**src/rtl/irqr_pkg.sv**
```systemverilog
package irqr_pkg;

    // Kind of register selected by a bus address.
    typedef enum logic [1:0] {
        REG_NONE    = 2'd0,
        REG_ENABLE  = 2'd1,
        REG_PENDING = 2'd2
    } reg_kind_e;

    // Each channel owns a 64-byte slot; the low bits pick the register.
    localparam int SLOT_LG = 6;
    localparam logic [SLOT_LG-1:0] OFS_ENABLE  = 6'h10;
    localparam logic [SLOT_LG-1:0] OFS_PENDING = 6'h20;

endpackage

```
**src/rtl/irqr_sync.sv**
```systemverilog
module irqr_sync #(
    parameter int WIDTH = 32
) (
    input  logic             clk,
    input  logic             rst_n,
    input  logic [WIDTH-1:0] async_in,
    output logic [WIDTH-1:0] sync_out
);

    logic [WIDTH-1:0] stage1_q;
    logic [WIDTH-1:0] stage2_q;

    always_ff @(posedge clk) begin
        if (!rst_n) begin
            stage1_q <= '0;
            stage2_q <= '0;
        end else begin
            stage1_q <= async_in;
            stage2_q <= stage1_q;
        end
    end

    assign sync_out = stage2_q;

    // Counts the edges since reset, so the latency check only looks at history it has.
    logic [1:0] age_q;
    always_ff @(posedge clk) begin
        if (!rst_n)            age_q <= '0;
        else if (age_q != 2'd3) age_q <= age_q + 2'd1;
    end

    // the output equals the input as it was two edges earlier
    a_r10_two_stage_delay: assert property (@(posedge clk) disable iff (!rst_n)
        (age_q >= 2'd2) |-> (sync_out == $past(async_in, 2)));

endmodule

```
**src/rtl/irqr_regdec.sv**
```systemverilog
module irqr_regdec
    import irqr_pkg::*;
#(
    parameter int NUM_CH = 8,
    parameter int ADDR_W = 12,
    parameter int DATA_W = 32
) (
    input  logic                           clk,
    input  logic                           rst_n,
    input  logic [ADDR_W-1:0]              addr,
    input  logic                           wr_en,
    input  logic [NUM_CH-1:0][DATA_W-1:0]  en_all,
    input  logic [NUM_CH-1:0][DATA_W-1:0]  pend_all,
    output logic [NUM_CH-1:0]              en_wr_stb,
    output logic [DATA_W-1:0]              rdata
);

    localparam int IDX_W = ADDR_W - SLOT_LG;

    logic [IDX_W-1:0]   slot_idx;
    logic [SLOT_LG-1:0] slot_ofs;
    logic               slot_valid;
    reg_kind_e          kind;

    assign slot_idx   = addr[ADDR_W-1:SLOT_LG];
    assign slot_ofs   = addr[SLOT_LG-1:0];
    assign slot_valid = (int'(slot_idx) < NUM_CH);

    always_comb begin
        kind = REG_NONE;
        if (slot_valid) begin
            unique case (slot_ofs)
                OFS_ENABLE:  kind = REG_ENABLE;
                OFS_PENDING: kind = REG_PENDING;
                default:     kind = REG_NONE;
            endcase
        end
    end

    genvar gc;
    generate
        for (gc = 0; gc < NUM_CH; gc++) begin : g_stb
            assign en_wr_stb[gc] = wr_en && (kind == REG_ENABLE) && (int'(slot_idx) == gc);
        end
    endgenerate

    always_comb begin
        rdata = '0;
        for (int c = 0; c < NUM_CH; c++) begin
            if (int'(slot_idx) == c) begin
                unique case (kind)
                    REG_ENABLE:  rdata = en_all[c];
                    REG_PENDING: rdata = pend_all[c];
                    default:     rdata = '0;
                endcase
            end
        end
    end

    // unmapped addresses never read nonzero
    a_r9_unmapped_reads_zero: assert property (@(posedge clk) disable iff (!rst_n)
        (!slot_valid || ((slot_ofs != OFS_ENABLE) && (slot_ofs != OFS_PENDING))) |-> (rdata == '0));

    // at most one enable register is written per cycle
    a_r7_single_strobe: assert property (@(posedge clk) disable iff (!rst_n)
        $onehot0(en_wr_stb));

    // a write to a pending address strobes no enable register
    a_r8_pending_write_ignored: assert property (@(posedge clk) disable iff (!rst_n)
        (wr_en && slot_valid && (slot_ofs == OFS_PENDING)) |-> (en_wr_stb == '0));

endmodule

```
**src/rtl/irqr_channel.sv**
```systemverilog
module irqr_channel #(
    parameter int NUM_SRC = 32
) (
    input  logic               clk,
    input  logic               rst_n,
    input  logic               wr_stb,
    input  logic [NUM_SRC-1:0] wr_data,
    input  logic [NUM_SRC-1:0] src_sync,
    output logic [NUM_SRC-1:0] en_q,
    output logic [NUM_SRC-1:0] pend,
    output logic               irq_q
);

    always_ff @(posedge clk) begin
        if (!rst_n)      en_q <= '0;
        else if (wr_stb) en_q <= wr_data;
    end

    assign pend = src_sync & en_q;

    always_ff @(posedge clk) begin
        if (!rst_n) irq_q <= 1'b0;
        else        irq_q <= |pend;
    end

    // a write stores the full data word
    a_r2_write_loads: assert property (@(posedge clk) disable iff (!rst_n)
        wr_stb |=> (en_q == $past(wr_data)));

    // without a strobe the enable register holds its value
    a_r7_hold_without_strobe: assert property (@(posedge clk) disable iff (!rst_n)
        !wr_stb |=> $stable(en_q));

    // the output can only be high if some enable bit was set an edge earlier
    a_r5_out_needs_enable: assert property (@(posedge clk) disable iff (!rst_n)
        irq_q |-> ($past(en_q) != '0));

    // after a write of zero, the output is low two edges later
    a_r6_zero_clears_out: assert property (@(posedge clk) disable iff (!rst_n)
        (wr_stb && (wr_data == '0)) |=> ##1 !irq_q);

endmodule

```
**src/rtl/irq_router.sv**
```systemverilog
module irq_router
    import irqr_pkg::*;
#(
    parameter int NUM_CH  = 8,
    parameter int NUM_SRC = 32,
    parameter int ADDR_W  = 12
) (
    input  logic               clk,
    input  logic               rst_n,
    input  logic [NUM_SRC-1:0] src_in,
    input  logic [ADDR_W-1:0]  bus_addr,
    input  logic               bus_wr_en,
    input  logic [NUM_SRC-1:0] bus_wdata,
    output logic [NUM_SRC-1:0] bus_rdata,
    output logic [NUM_CH-1:0]  irq_out
);

    localparam int DATA_W = NUM_SRC;

    logic [NUM_SRC-1:0]               src_sync;
    logic [NUM_CH-1:0][DATA_W-1:0]    en_all;
    logic [NUM_CH-1:0][DATA_W-1:0]    pend_all;
    logic [NUM_CH-1:0]                en_wr_stb;

    irqr_sync #(.WIDTH(NUM_SRC)) u_sync (
        .clk      (clk),
        .rst_n    (rst_n),
        .async_in (src_in),
        .sync_out (src_sync)
    );

    irqr_regdec #(
        .NUM_CH (NUM_CH),
        .ADDR_W (ADDR_W),
        .DATA_W (DATA_W)
    ) u_dec (
        .clk       (clk),
        .rst_n     (rst_n),
        .addr      (bus_addr),
        .wr_en     (bus_wr_en),
        .en_all    (en_all),
        .pend_all  (pend_all),
        .en_wr_stb (en_wr_stb),
        .rdata     (bus_rdata)
    );

    genvar gc;
    generate
        for (gc = 0; gc < NUM_CH; gc++) begin : g_ch
            irqr_channel #(.NUM_SRC(NUM_SRC)) u_ch (
                .clk      (clk),
                .rst_n    (rst_n),
                .wr_stb   (en_wr_stb[gc]),
                .wr_data  (bus_wdata),
                .src_sync (src_sync),
                .en_q     (en_all[gc]),
                .pend     (pend_all[gc]),
                .irq_q    (irq_out[gc])
            );
        end
    endgenerate

    // during reset every output line is low one edge later
    a_r1_reset_quiet: assert property (@(posedge clk)
        $past(!rst_n) |-> (irq_out == '0));

endmodule

```
**config.mk**
```make
export PLATFORM = sky130hd
export DESIGN_NAME = irq_router
export DESIGN_NICKNAME = d
export VERILOG_FILES = /design/src/rtl/irqr_pkg.sv /design/src/rtl/irqr_sync.sv /design/src/rtl/irqr_regdec.sv /design/src/rtl/irqr_channel.sv /design/src/rtl/irq_router.sv
export SDC_FILE = /design/constraint.sdc
export NUM_CORES = 1
export LEC_CHECK = 0
export ABC_AREA = 1
export BUFFER_PORTS_ARGS = -buffer_cell sky130_fd_sc_hd__buf_2
export CAP_MARGIN = 20
export CORE_ASPECT_RATIO = 0.6
export CORE_MARGIN = 4
export CORE_UTILIZATION = 30
export CTS_CLUSTER_DIAMETER = 200
export DETAILED_ROUTE_END_ITERATION = 16
export GPL_TIMING_DRIVEN = 1
export PLACE_DENSITY_LB_ADDON = 0.05
export SLEW_MARGIN = 10
export SYNTH_ARGS = -nofsm -noshare
export SYNTH_HDL_FRONTEND = slang
export SYNTH_SLANG_ARGS = --single-unit
```
**constraint.sdc**
```tcl
create_clock -name clk -period 3.32 [get_ports clk]
set_input_delay 0.332 -clock clk [delete_from_list [all_inputs] [get_ports clk]]
set_output_delay 0.332 -clock clk [all_outputs]
set_load 0.01 [all_outputs]
```
Word-level counts from Yosys, hierarchy flattened
Index checks and enable logic that the tools add are counted.
W data, S select, Z words.
- output and inout bits: 40
- input port bits: 79
- register bits: 328
- bitwise logic cells: 8
- $lt $le $gt $ge: 1
- reduce and logical (&&, ||, !) cells: 18
- muxes and demuxes: 18
- equal/unequal tests: 11
- operator list (kind ; number):
    $pmux W32 S2 ; 8
    $and A32 B32 Y32 ; 8
    $mux W32 ; 8
    $reduce_or A32 Y1 ; 8
    $eq A6 B4 Y1 const B ; 4
    $eq A6 B3 Y1 const B ; 2
    $logic_and A1 B1 Y1 ; 9
    $eq A6 B2 Y1 const B ; 1
    $eq A6 B5 Y1 const B ; 1
    $eq A6 B6 Y1 const B ; 1
    $logic_not A6 Y1 ; 1
    $lt A6 B4 Y1 const B ; 1
    $pmux W2 S2 ; 1
    $eq A2 B1 Y1 const B ; 1
    $eq A2 B2 Y1 const B ; 1
    $mux W2 ; 1

Logic depth before layout (Yosys ltp)
- depth after elaboration: 13
- depth in mapped cells: 16
- gate-level depth less buffers: 15

By module
A second synthesis with hierarchy kept.
- cell total of the unflattened synthesis: 3087
- area, all modules: 18661.6 um2
- modules (own cells, without submodules) (module ; sequential area each (um2) ; instances ; area each (um2) ; cells each):
    irqr_channel ; 660.6 ; 8 ; 1497.7 ; 235
    irqr_regdec ; 0.0 ; 1 ; 4839.6 ; 1008
    irqr_sync ; 1281.2 ; 1 ; 1840.5 ; 199

Worst setup path before layout
No wires, ideal clock.
- kind: input -> output
- start: in bus_addr[11]
- end: out bus_rdata[30]
- required time: 2988 ps
- stages: 15
- slack: 816 ps
- arrival time: 2172 ps
- buffers on the path: 2
- path through: nor2_4 -> inv_1 -> nor2_1 -> inv_1 -> nor4_1 -> ha_1 -> buf_2 -> inv_2 -> buf_1 -> nand3_1 -> nor2_1 -> nor2_1 -> nand3_1 -> nor2_1 -> nand4_1
- word-level cells in the longest chain between the ends: 12
- elaborated cells between the ends (all ways): 28
- those cells by class: order compare: 1; eq/ne: 9; mux: 17; reduce/logical: 1
- RTL lines (element ; line ; text):
    from (decl) ; irq_router.sv:11 ; input logic [ADDR_W-1:0] bus_addr,
    $lt A6 B4 Y1 ; irqr_regdec.sv:27 ; assign slot_valid = (int'(slot_idx) < NUM_CH);
    $mux W2 ; irqr_regdec.sv:31 ; if (slot_valid) begin
    $eq A2 B2 Y1 / $eq A2 B1 Y1 (equally long branches) ; irqr_regdec.sv:51 ; unique case (kind)
    $pmux W32 S2 ; irqr_regdec.sv:51 ;
    $mux W32 (7 in a row) ; irqr_regdec.sv:50 ; if (int'(slot_idx) == c) begin
    $mux W32 (*) ; irqr_regdec.sv:50 ;
    to (decl) ; irq_router.sv:14 ; output logic [NUM_SRC-1:0] bus_rdata,
Mark *: on every way between the ends. The rest lies on a longest branch, timed or not.

Worst setup path in the final report
Ends and elaborated chain as after synthesis.

==> results.ini <==
[status]
status=finished, final reports clean

[die]
initial_core_util_pct=30.4
core.rowCount=65
io_pins=119
dieArea_um2=57500
die_x_um=307
core_area_um2=52800
die_y_um=187

[clocking]
cts_tree=yes
cts_buffer_depth=3
numCtsBuffers=36
root_buffer=clkbuf_16
clkLatencyLatePin_ns=0.55
cts_htree_levels=2
clkSlewWorstSetupHoldPaths_ns=0.07
cts.repair.resized=0
numClockSinks=328

[logic_synthesis]
post-synth-top-area-cell=dfxtp_1
synth_area_per_cell_um2=6.24
syn_area_um2=16100
synth.distinct_cells=23
yosysSeqAreaShare_pct=40.9
synth_nets=2657
synth_seq_cells=328
yosys.area.top_type_share_pct=40.9
synth_warnings=0
syn_inst=2576
synth_area_leaders=dfxtp_1 (41%), nor2_1 (16%), nand2_1 (14%)

[flow_run]
drv_cap=0

[placed_design]
routabilityCongestion=0.926
portBuffers=118
hpwl_um=54300
dpl_cell_area_um2=17300

[power_and_ir_drop]
power.leakage_nw=8.15
ir_drop_mv=0.295
total_power_mw=8.33
power_density_nw_per_um2=445

[sta]
clock_skew_ns=0.0187
period_share_pct=92.2
period_needed_ns=3.06
relSlewSlack_pct=25.4
slew_violations=0
fmax_ghz=0.327
fin_tns_setup_ns=0
rsz0062_at_grt=no
tightest_slew_ns=1.12
setup-violations-final=0
hold_viol=0

[setup_path]
worst-setup-path-type=in -> out
slowest_stage=nor4_1
path_depth=18
path_buf_inv=6
r2r_cells=6
cp_cell_sequence=buf_2 > nor2_4 > inv_1 > nor2_1 > inv_1 > nor4_1 > inv_1 > ha_1 > buf_12 > nand2_1 > nand2_1 > nand3_1 > nor2_1 > nor2_1 > nand3_1 > nor2_1 > nand4_1 > buf_2
cpMostUsedCell=nor2_1
end_kind=output pin
cp_max_fo=32
cp-start-kind=input port
crit_family=simple AND/OR/NAND/NOR gates
cp.required_ns=2.99
max_stage_delay_ns=0.27
cp.arrival_ns=2.73

[routing]
firstDrtPassIters=6
ant_nets=0
drt-wirelength-per-cell_um=23.6
drt_iter0_drc=2028
vias=17300
wl_um=79100
vias_per_cell=5.19
drc_errors=0

[layout]
seqCellArea_um2=6570
final_cell_area_um2=18700
drive_gt1_share_pct=9.77
syn2layout_area_growth_pct=16.6
diodes=0
multiInputGateArea_um2=8190
fillerInstances=5686
nets=2700

[grt]
grt_antenna_before_repair=3
grt_usage_pct=26.8
grt_max_degree=104
grt_pass1_wl_um=114000
grt.overflow.total=0
grt_pass1_vias=15900

[hold_path]
whs_path_depth=3
hold_path.class=in -> reg

[final cells by class]
cell class | instances | share of cell area, %
tap | 703 | 4.69
multi-input combinational | 1914 | 43.7
timing repair buffer | 207 | 7.87
clock buffer | 51 | 5.70
clock inverter | 10 | 0.341
sequential | 328 | 35.0
inverter | 132 | 2.64
[report_power, final]
group          internal, mW  total (mW)  switching, mW
clock network          2.24        4.02           1.77
logic                0.0958       0.288          0.192
registers              3.97        4.03         0.0581
[cell families after synthesis]
logic type               after synthesis  share of synthesized area, %
AND/OR/NAND/NOR                     1613                          41.2
buffers and inverters                334                          8.52
flip-flops                           328                          40.9
AO/OA/AOI/OAI                        299                          9.31
adder cells (fa/ha/maj)                2                         0.156
[flip-flops by register name (all words and copies together) (netlist names)]
| register | cells |
|---|---|
| g_ch.u_ch.en_q | 256 |
| u_sync.sync_out | 32 |
| g_ch.u_ch.irq_q | 8 |
| u_sync.stage1_q | 32 |
[stage by stage]
step | setup slack (ns) | utilization, % | instances | hold slack [ns]
2_1_floorplan | 0.816 | - | 2576 | 0.390
3_3_place_gp | 0.359 | 32.8 | 3252 | 0.395
3_5_place_dp | 0.362 | 32.8 | 3252 | 0.396
4_1_cts | 0.333 | 35.5 | 3345 | 0.115
5_1_grt | 0.149 | 35.5 | 3345 | 0.131
6_report | 0.258 | 35.5 | 3345 | 0.135
[routing by layer]
| layer | routed length [um] | track usage, % |
|---|---|---|
| met5 | 27 | 0 |
| met4 | 1850 | 6.12 |
| met3 | 7640 | 5.29 |
| met2 | 30600 | 36.5 |
| met1 | 39000 | 42.5 |
[path summary, 6_finish.rpt]
check	to	slack (ns)	from
hold / removal	g_ch[3].u_ch.en_q[5]$_SDFFE_PN0P_	0.13	bus_wdata[5]
setup reg to reg	g_ch[4].u_ch.irq_q$_SDFF_PN0_	1.13	u_sync.sync_out[31]$_SDFF_PN0_
hold reg to reg	u_sync.sync_out[2]$_SDFF_PN0_	0.41	u_sync.stage1_q[2]$_SDFF_PN0_
setup / recovery	bus_rdata[30]	0.26	bus_addr[11]
[placed cells by master, fill, tap and decap left out]
master and instances:
nor2_1 688, nand2_1 603, dfxtp_1 328, o21ai_0 218, nand3_1 187, inv_1 124
buf_2 117, nand4_1 82, buf_4 47, a21oi_1 43, o21ai_1 38, clkbuf_16 37
dlygate4sd3_1 32, and3_1 18, nor3_1 16, buf_12 10, clkbuf_8 9, nor2_4 8
inv_2 8, nor2_2 6, clkinv_2 6, clkbuf_1 5, nand3_2 3, inv_6 2
nor4_1 1, nand2_2 1, ha_4 1, ha_1 1, clkinvlp_4 1, clkinv_4 1
buf_8 1
[tightest hold or removal path, stage by stage]
cell,delay (ns)
buf_2,0.15
nor2_1,0.11
nor2_1,0.05
[Yosys cell counts]
library cell	number
a21oi_1	43
and3_1	18
buf_1	36
buf_2	49
buf_4	14
clkbuf_1	102
clkbuf_2	1
dfxtp_1	328
ha_1	2
inv_1	124
inv_2	8
nand2_1	603
nand2_2	1
nand3_1	188
nand3_2	2
nand4_1	82
nor2_1	691
nor2_2	9
nor2_4	2
nor3_1	16
nor4_1	1
o21ai_0	218
o21ai_1	38
[what timing repair did]
item | CTS | global route
hold buffers | 32 | 0
setup buffers | 0 | 0
endpoints found under the hold margin | 32 | 0
Power figures use the tool's default switching activity.
